===== src/rtl/exp_seq_pkg.sv =====
package exp_seq_pkg;

   typedef enum logic [1:0] {
      SQ_HALT = 2'd0,
      SQ_IDLE = 2'd1,
      SQ_WAIT = 2'd2,
      SQ_RUN  = 2'd3
   } seq_state_t;

   typedef enum logic [1:0] {
      BK_NONE    = 2'd0,
      BK_FLUSH   = 2'd1,
      BK_READ    = 2'd2,
      BK_REFRESH = 2'd3
   } burst_kind_t;

   function automatic int max3(input int a, input int b, input int c);
      int m;
      m = (a > b) ? a : b;
      return (m > c) ? m : c;
   endfunction

endpackage


===== src/rtl/gate_front.sv =====
module gate_front #(
   parameter bit IDLE_LEVEL = 1'b1
) (
   input  logic clk,
   input  logic rst_n,
   input  logic vdrive,
   input  logic gate_ext,
   input  logic gate_sel,
   output logic gate_fall
);
   logic gate_now;
   logic gate_q;

   assign gate_now = gate_sel ? vdrive : gate_ext;

   always_ff @(posedge clk) begin
      if (!rst_n) gate_q <= IDLE_LEVEL;
      else        gate_q <= gate_now;
   end

   assign gate_fall = gate_q & ~gate_now;

   a_r1_fall_follows_source: assert property (@(posedge clk) disable iff (!rst_n)
      gate_fall |-> (gate_sel ? !vdrive : !gate_ext));
endmodule


===== src/rtl/seq_ctrl.sv =====
module seq_ctrl
   import exp_seq_pkg::*;
#(
   parameter int FLUSH_LEN   = 302,
   parameter int READ_LEN    = 290,
   parameter int REFRESH_LEN = 1026,
   localparam int MAX_LEN    = max3(FLUSH_LEN, READ_LEN, REFRESH_LEN),
   localparam int CNT_W      = $clog2(MAX_LEN + 1)
) (
   input  logic        clk,
   input  logic        rst_n,
   input  logic        standby_n,
   input  logic        line_tick,
   input  logic        vdrive,
   input  logic        gate_fall,
   output logic        fire,
   output burst_kind_t kind,
   output logic        core_busy
);
   seq_state_t       state;
   logic [CNT_W-1:0] remain;
   logic             last_step;

   assign last_step = (remain == CNT_W'(1));

   always_ff @(posedge clk) begin
      if (!rst_n) begin
         state  <= SQ_HALT;
         remain <= '0;
         kind   <= BK_NONE;
      end else if (!standby_n) begin
         state  <= SQ_HALT;
         remain <= '0;
         kind   <= BK_NONE;
      end else begin
         unique case (state)
            SQ_HALT: begin
               state  <= SQ_RUN;
               remain <= CNT_W'(REFRESH_LEN);
               kind   <= BK_REFRESH;
            end
            SQ_IDLE: begin
               if (gate_fall) begin
                  if (vdrive) begin
                     state  <= SQ_RUN;
                     remain <= CNT_W'(FLUSH_LEN);
                     kind   <= BK_FLUSH;
                  end else begin
                     state  <= SQ_WAIT;
                     kind   <= BK_READ;
                  end
               end
            end
            SQ_WAIT: begin
               if (vdrive) begin
                  state  <= SQ_RUN;
                  remain <= CNT_W'(READ_LEN);
               end
            end
            SQ_RUN: begin
               if (line_tick) begin
                  if (last_step) begin
                     state  <= SQ_IDLE;
                     remain <= '0;
                     kind   <= BK_NONE;
                  end else begin
                     remain <= remain - CNT_W'(1);
                  end
               end
            end
            default: state <= SQ_HALT;
         endcase
      end
   end

   assign fire      = (state == SQ_RUN) & line_tick & standby_n;
   assign core_busy = (state == SQ_RUN) | (state == SQ_WAIT);

   a_r9_run_has_steps: assert property (@(posedge clk) disable iff (!rst_n)
      (state == SQ_RUN) |-> (remain != '0));
   a_r2_flush_load: assert property (@(posedge clk) disable iff (!rst_n)
      (state == SQ_IDLE && gate_fall && vdrive && standby_n)
      |=> (state == SQ_RUN && remain == CNT_W'(FLUSH_LEN)));
   a_r3_wait_for_vd: assert property (@(posedge clk) disable iff (!rst_n)
      (state == SQ_WAIT && !vdrive && standby_n) |=> (state == SQ_WAIT));
   a_r8_ignore_when_busy: assert property (@(posedge clk) disable iff (!rst_n)
      (state == SQ_RUN && gate_fall && standby_n && !(line_tick && last_step))
      |=> (state == SQ_RUN));
   a_r5_refresh_on_wake: assert property (@(posedge clk) disable iff (!rst_n)
      (state == SQ_HALT && standby_n)
      |=> (state == SQ_RUN && remain == CNT_W'(REFRESH_LEN) && kind == BK_REFRESH));
endmodule


===== src/rtl/lane_drv.sv =====
module lane_drv
   import exp_seq_pkg::*;
#(
   parameter int               N_LANES      = 3,
   parameter logic [N_LANES-1:0] XFER_MASK    = '1,
   parameter logic [N_LANES-1:0] REFRESH_MASK = '1
) (
   input  logic               clk,
   input  logic               rst_n,
   input  logic               standby_n,
   input  logic               fire,
   input  burst_kind_t        kind,
   output logic [N_LANES-1:0] lane_out
);
   logic [N_LANES-1:0] sel_mask;

   assign sel_mask = (kind == BK_REFRESH) ? REFRESH_MASK : XFER_MASK;

   for (genvar i = 0; i < N_LANES; i++) begin : g_lane
      logic pulse_q;
      always_ff @(posedge clk) begin
         if (!rst_n || !standby_n) pulse_q <= 1'b0;
         else                      pulse_q <= fire & sel_mask[i];
      end
      assign lane_out[i] = pulse_q & standby_n;

      a_r6_lane_quiet: assert property (@(posedge clk) disable iff (!rst_n)
         !standby_n |=> !pulse_q);
   end
endmodule


===== src/rtl/exposure_sequencer.sv =====
module exposure_sequencer
   import exp_seq_pkg::*;
#(
   parameter int FLUSH_LEN   = 302,
   parameter int READ_LEN    = 290,
   parameter int REFRESH_LEN = 1026
) (
   input  logic clk,
   input  logic rst_n,
   input  logic line_tick,
   input  logic vdrive,
   input  logic gate_ext,
   input  logic gate_sel,
   input  logic standby_n,
   output logic img_clk,
   output logic stor_clk,
   output logic xfer_clk,
   output logic busy
);
   localparam int N_LANES = 3;

   if (FLUSH_LEN < 1 || READ_LEN < 1 || REFRESH_LEN < 1) begin : g_bad_len
      $error("burst lengths must be at least one");
   end

   logic              gate_fall;
   logic              fire;
   logic              core_busy;
   burst_kind_t       kind;
   logic [N_LANES-1:0] lanes;

   gate_front #(.IDLE_LEVEL(1'b1)) u_gate (
      .clk       (clk),
      .rst_n     (rst_n),
      .vdrive    (vdrive),
      .gate_ext  (gate_ext),
      .gate_sel  (gate_sel),
      .gate_fall (gate_fall)
   );

   seq_ctrl #(
      .FLUSH_LEN   (FLUSH_LEN),
      .READ_LEN    (READ_LEN),
      .REFRESH_LEN (REFRESH_LEN)
   ) u_ctrl (
      .clk       (clk),
      .rst_n     (rst_n),
      .standby_n (standby_n),
      .line_tick (line_tick),
      .vdrive    (vdrive),
      .gate_fall (gate_fall),
      .fire      (fire),
      .kind      (kind),
      .core_busy (core_busy)
   );

   lane_drv #(
      .N_LANES      (N_LANES),
      .XFER_MASK    (3'b111),
      .REFRESH_MASK (3'b111)
   ) u_lanes (
      .clk       (clk),
      .rst_n     (rst_n),
      .standby_n (standby_n),
      .fire      (fire),
      .kind      (kind),
      .lane_out  (lanes)
   );

   assign img_clk  = lanes[0];
   assign stor_clk = lanes[1];
   assign xfer_clk = lanes[2];
   assign busy     = (core_busy | (|lanes)) & standby_n;

   a_r10_pulse_on_tick: assert property (@(posedge clk) disable iff (!rst_n)
      img_clk |-> $past(line_tick));
   a_r6_busy_off_in_standby: assert property (@(posedge clk) disable iff (!rst_n)
      !standby_n |-> !busy);
endmodule


===== config.mk =====
export PLATFORM = sky130hd
export DESIGN_NAME = exposure_sequencer
export DESIGN_NICKNAME = d
export VERILOG_FILES = /design/src/rtl/exp_seq_pkg.sv /design/src/rtl/gate_front.sv /design/src/rtl/seq_ctrl.sv /design/src/rtl/lane_drv.sv /design/src/rtl/exposure_sequencer.sv
export SDC_FILE = /design/constraint.sdc
export NUM_CORES = 1
export LEC_CHECK = 0
export BUFFER_PORTS_ARGS = -buffer_cell sky130_fd_sc_hd__buf_2
export CAP_MARGIN = 0
export CORE_MARGIN = 5
export CORE_UTILIZATION = 56
export CTS_CLUSTER_DIAMETER = 60
export DETAILED_ROUTE_END_ITERATION = 8
export MAX_ROUTING_LAYER = met4
export PLACE_DENSITY = 0.77
export RECOVER_POWER = 100
export SYNTH_ARGS = -nofsm -noshare
export SYNTH_HDL_FRONTEND = slang
export SYNTH_SLANG_ARGS = --single-unit

===== constraint.sdc =====
create_clock -name clk -period 2.1 [get_ports clk]
set_input_delay 0.315 -clock clk [delete_from_list [all_inputs] [get_ports clk]]
set_output_delay 0.315 -clock clk [all_outputs]
set_load 0.02 [all_outputs]

Yosys cells after proc, flatten, opt, wreduce, memory -nomap -nowiden
Cells that the tools add are included.
- add/sub/neg operators: 1
- eq/ne operators: 9
- mux-type cells: 13
- bitwise operators: 8
- reduce and logical (&&, ||, !) cells: 7
- operator list (cell ; number):
    $mux 11 ; 5
    $pmux 11 s4 ; 1
    $eq 11x1->1 const B ; 1
    $sub 11x1->11 const B ; 1
    $mux 2 ; 4
    $ne 2x2->1 const B ; 4
    $pmux 2 s4 ; 1
    $reduce_and 4->1 ; 2
    $and 1x1->1 ; 5
    $eq 2x2->1 const B ; 2
    $eq 2x1->1 const B ; 1
    $logic_not 1->1 ; 2
    $logic_not 2->1 ; 1
    $mux 1 ; 2
    $ne 2x1->1 const B ; 1
    $or 1x1->1 ; 2
    $reduce_and 2->1 ; 1
    $logic_or 1x1->1 ; 1
    $not 1->1 ; 1
- register bits: 15
- input port bits: 7
- output and inout bits: 4
- word-level logic and storage cells: 42

Longest topological paths before layout
- word-level depth: 5
- mapped depth: 7

By module
A second synthesis with hierarchy kept.
- cells, all modules: 126
- area total of the unflattened synthesis: 1006.0 um^2
- by module, submodules not included (module ; times used ; cells each ; area an instance (um^2) ; seq. area each (um^2)):
    seq_ctrl ; 1 ; 116 ; 907.1 ; 300.3
    lane_drv ; 1 ; 5 ; 47.5 ; 20.0
    gate_front ; 1 ; 4 ; 40.0 ; 20.0
    exposure_sequencer ; 1 ; 1 ; 11.3 ; 0.0

Worst setup path before layout
OpenSTA, ideal clock, no wires.
- kind: register -> register
- start point: register u_ctrl.remain[0]
- end point: register u_ctrl.remain[6]
- setup time: 70 ps
- data arrival time: 1689 ps
- required time: 2030 ps
- path slack: 340 ps
- cell stages (with the launch flop): 7
- path buffers: 0
- period minus slack after synthesis: 1760 ps
- path through: dfxtp_1 > inv_1 > ha_1 > nor4b_1 > nand2_1 > or4_1 > a21oi_1
- longest elaborated chain between the ends: 4
- elaborated cells on any way between the ends: 5
- those cells by class: add/sub: 1; eq/ne: 1; mux: 3
- ends and longest elaborated chain (item ; line ; source):
    start: declaration ; seq_ctrl.sv:21 ; logic [CNT_W-1:0] remain;
    start signal: assignment ; seq_ctrl.sv:39 ; remain <= CNT_W'(REFRESH_LEN);
    start signal: assignment ; seq_ctrl.sv:46 ; remain <= CNT_W'(FLUSH_LEN);
    start signal: assignment ; seq_ctrl.sv:57 ; remain <= CNT_W'(READ_LEN);
    $sub 11x1->11 / $eq 11x1->1 (equally long branches) ; seq_ctrl.sv:67, seq_ctrl.sv:24 ;
    $mux 11 * ; seq_ctrl.sv:62 ; if (last_step) begin
    $mux 11 * ; seq_ctrl.sv:61 ; if (line_tick) begin
    $pmux 11 s4 * ; seq_ctrl.sv:36 ; unique case (state)
Every way passes the cells marked *; elsewhere a longest branch is shown, timed or not. The select of a mux whose other input is x is not followed.
A chain may end at the register's enable or synchronous reset.

Final worst setup path
- start point: register u_ctrl.state[1]
- end point: register u_ctrl.remain[6]
- longest elaborated chain between the ends: 3
- elaborated cells on any way between the ends: 10
- those cells by class: eq/ne: 7; mux: 1; reduce/logical: 2
- ends and longest elaborated chain (item ; line ; source):
    start: declaration ; seq_ctrl.sv:20 ; seq_state_t state;
    start signal: assignment ; seq_ctrl.sv:28 ; state <= SQ_HALT;
    start signal: assignment ; seq_ctrl.sv:32 ; state <= SQ_HALT;
    start signal: assignment ; seq_ctrl.sv:38 ; state <= SQ_RUN;
    $eq 2x1->1 / $eq 2x2->1 (equally long branches) ; seq_ctrl.sv:36 ;
    $ne 2x2->1 (no line) ; - ;
    $reduce_and 4->1 (no line) ; - ;
Parallel ways exist; a longest one is shown, timed or not.

==> results.py <==
metrics = {
    "synthesis": {
        "synth_fa_ha_area_frac": 0.0265,
        "ys_seq_area_frac": 0.318,
        "syn_area_um2": 945,
        "synth_cells": 119,
        "synth_top_cell_by_area": "dfxtp_1",
        "synth-main-ff-cell": "dfxtp_1",
        "synthDominantCellAreaShare": 0.318,
        "ys_warn_count": 0,
        "synth_area_leaders": "dfxtp_1 (32%), a21oi_1 (6.4%), nor2_1 (4.4%)",
        "ys_types": 47,
        "synthesis.nets": 128,
        "synth_edf_count": 0,
        "syn_area_per_cell_um2": 7.94,
        "synth_most_common_cell": "dfxtp_1",
        "synth_top_family_by_area": "compound AO/OA/AOI/OAI gates",
        "postSynth.asyncResetShare": 0,
        "synth_seq_cells": 15,
        "synth_common_cells": "dfxtp_1 (15), a21oi_1 (12), nor2_1 (11)",
        "synth_xor_area_frac": 0.00927,
        "synthMuxAreaShare": 0.0106,
        "synth-simple-area-share": 0.278,
        "synth-compound-area-share": 0.290,
    },
    "layout": {
        "area_delta_synth_final_pct": 8.08,
        "fill_cells": 135,
        "n_antenna_cell": 0,
        "finalNetCount": 140,
        "drive_above_1_share": 0.131,
    },
    "clock_network": {
        "post-cts-setup-buffers": 0,
        "cts_tree": "done",
        "postCtsHoldBufs": 0,
        "numCtsBuffers": 3,
        "clk_latency_ns": 0.28,
        "cts.repair.resized": 0,
        "clockBufferDepth": 2,
        "clock-sinks": 15,
        "path_clk_slew_ns": 0.09,
        "htreeDepth": 1,
        "clk_root_buffer_cell": "clkbuf_4",
    },
    "die": {
        "die_w_um": 51.1,
        "core-area_um2": 1560,
        "pin_count": 11,
        "initial_core_util": 0.606,
        "die_area_um2": 2610,
        "dieHeight_um": 51.1,
        "rows": 14,
    },
    "routing": {
        "route.vias.total": 934,
        "drtIter0Drc": 53,
        "drt-pass1-iter-count": 4,
        "routed_wl_um": 2240,
        "routed_via_density": 6.40,
        "ant_nets": 0,
        "wl_per_cell_um": 15.3,
        "drc": 0,
    },
    "pwr": {
        "clkPwrFrac": 0.272,
        "p_leak_nw": 0.404,
        "power_switching_uw": 182,
        "power.share.switching": 0.301,
        "p_seq_frac": 0.502,
        "intPower_uw": 424,
        "irDropWorstVdd_v": 0.000382,
        "combPwrFrac": 0.226,
        "p_per_area_nw_per_um2": 594,
    },
    "sta": {
        "final_hold_viol_count": 0,
        "setup_ws_ns": 0.146,
        "clock-skew-final_ns": 0.00128,
        "max_slew_margin": 0.692,
        "finalSetupViolCount": 0,
        "max_freq_ghz": 0.512,
        "period_minus_slack_ns": 1.95,
        "rsz0062_at_grt": "false",
        "worstMarginPinSlew_ns": 0.455,
        "finalSetupTns_ns": 0,
        "post-route-period-util": 0.931,
        "finalMaxSlewViolations": 0,
    },
    "setup_path": {
        "critPathMaxStageDelay_ns": 0.54,
        "cp-end-kind": "flop",
        "cp_top_family": "compound AO/OA/AOI/OAI gates",
        "crit_buf_inv": 0,
        "criticalPathCategory": "reg -> reg",
        "cp_max_fo": 11,
        "critPathRequiredTime_ns": 2.32,
        "worstPathArrival_ns": 2.17,
        "startpoint_type": "flop",
        "crit_chain": "nand2_1, o2bb2ai_1, a22o_1, or4_1, a21oi_1",
        "cp_slowest_cell": "dfxtp_1",
    },
    "run_status": {
        "outcome": "completed",
    },
    "grt": {
        "busiest_layer": "met2",
        "grt_pass1_vias": 839,
        "grt_max_degree": 12,
        "use_met1": 0.267,
        "overflow": 0,
        "use_met3": 0.0291,
        "grt_pass1_wl_um": 3880,
        "antenna_found_initial": 0,
        "track_usage": 0.201,
        "met2_usage": 0.300,
    },
    "flow_run": {
        "drv_cap": 0,
    },
    "placed_design": {
        "hpwl_um": 1650,
        "place_congestion": 0.874,
        "post-place-ws_ns": 0.200,
        "numPortBuffers": 10,
    },
    "hold_path": {
        "hp-class": "in -> reg",
    },
}
final timing paths:
kind | endpoint | slack [ns] | depth (start not counted) | from
worst max register to register | u_ctrl.remain[6] | 0.15 | 5 | u_ctrl.state[1]
worst max-delay path | u_ctrl.remain[6] | 0.15 | 5 | u_ctrl.state[1]
worst min register to register | u_ctrl.remain[4] | 0.50 | 2 | u_ctrl.remain[4]
worst min-delay path | u_gate.gate_q | 0.20 | 2 | rst_n
power groups by stage:
stage	Clock, mW	Sequential [mW]	Combinational (mW)
6_report	0.165	0.304	0.137
5_1_grt	0.185	0.307	0.152
4_1_cts	0.170	0.304	0.136
3_5_place_dp	0	0.311	0.134
3_3_place_gp	0	0.310	0.132
2_1_floorplan	0	0.307	0.102
metrics by stage:
| step | total power, mW | hold slack, ns | cells | cell area [um2] | utilization |
|---|---|---|---|---|---|
| global route | 0.644 | 0.192 | 146 | 1020 | 0.655 |
| floorplan | 0.410 | 0.377 | 119 | 945 | - |
| CTS | 0.610 | 0.200 | 146 | 1030 | 0.661 |
| global placement | 0.443 | 0.475 | 142 | 1000 | 0.644 |
| finish | 0.606 | 0.202 | 146 | 1020 | 0.655 |
| detailed placement | 0.445 | 0.488 | 142 | 1000 | 0.644 |
worst register-to-register path, stage by stage, from the launching register on:
cell,delay [ns]
dfxtp_1,0.54
nand2_1,0.16
o2bb2ai_1,0.24
a22o_1,0.30
or4_1,0.51
a21oi_1,0.14
per-layer routing:
metal / routed length [um] / share of wire
met1: 1030 / 0.46
met3: 173 / 0.077
met5: 0 / 0
met2: 1010 / 0.45
met4: 31 / 0.014
flip-flops by register name, indices dropped and copies added (netlist names):
name / cells
u_ctrl.remain: 11
u_ctrl.state: 2
u_gate.gate_q: 1
u_lanes.g_lane.pulse_q: 1
placed cells by master (no fill, tap or decap), drive strengths merged, types with 2 or more instances in the layout:
| master | n |
|---|---|
| nand2 | 8 |
| nor3 | 3 |
| nor4b | 2 |
| nor2 | 11 |
| nand3 | 3 |
| or4 | 2 |
| and2 | 4 |
| buf | 9 |
| or3 | 2 |
| nor4 | 3 |
| inv | 6 |
| a21oi | 12 |
| a21o | 2 |
| nor2b | 2 |
| a221oi | 2 |
| dfxtp | 15 |
| ha | 2 |
| nand2b | 2 |
| clkbuf | 9 |
| a32o | 2 |
| or2 | 2 |
| o21ai | 9 |
cells by family (layout without fill, tap and decap cells):
group,Yosys count,in the layout
AO/OA/AOI/OAI,39,39
XOR/XNOR,1,1
adder cells (fa/ha/maj),2,2
buffers and inverters,13,24
flip-flops,15,15
multiplexers,1,1
AND/OR/NAND/NOR,48,48
cell type report:
type                       instances  area, um2  area share
timing repair buffer              14       73.8      0.0723
sequential                        15        300       0.294
tap                               16       20.0      0.0196
clock buffer                       4       26.3      0.0257
inverter                           6       22.5      0.0221
multi-input combinational         91        578       0.566
Power figures use the tool's default switching activity.
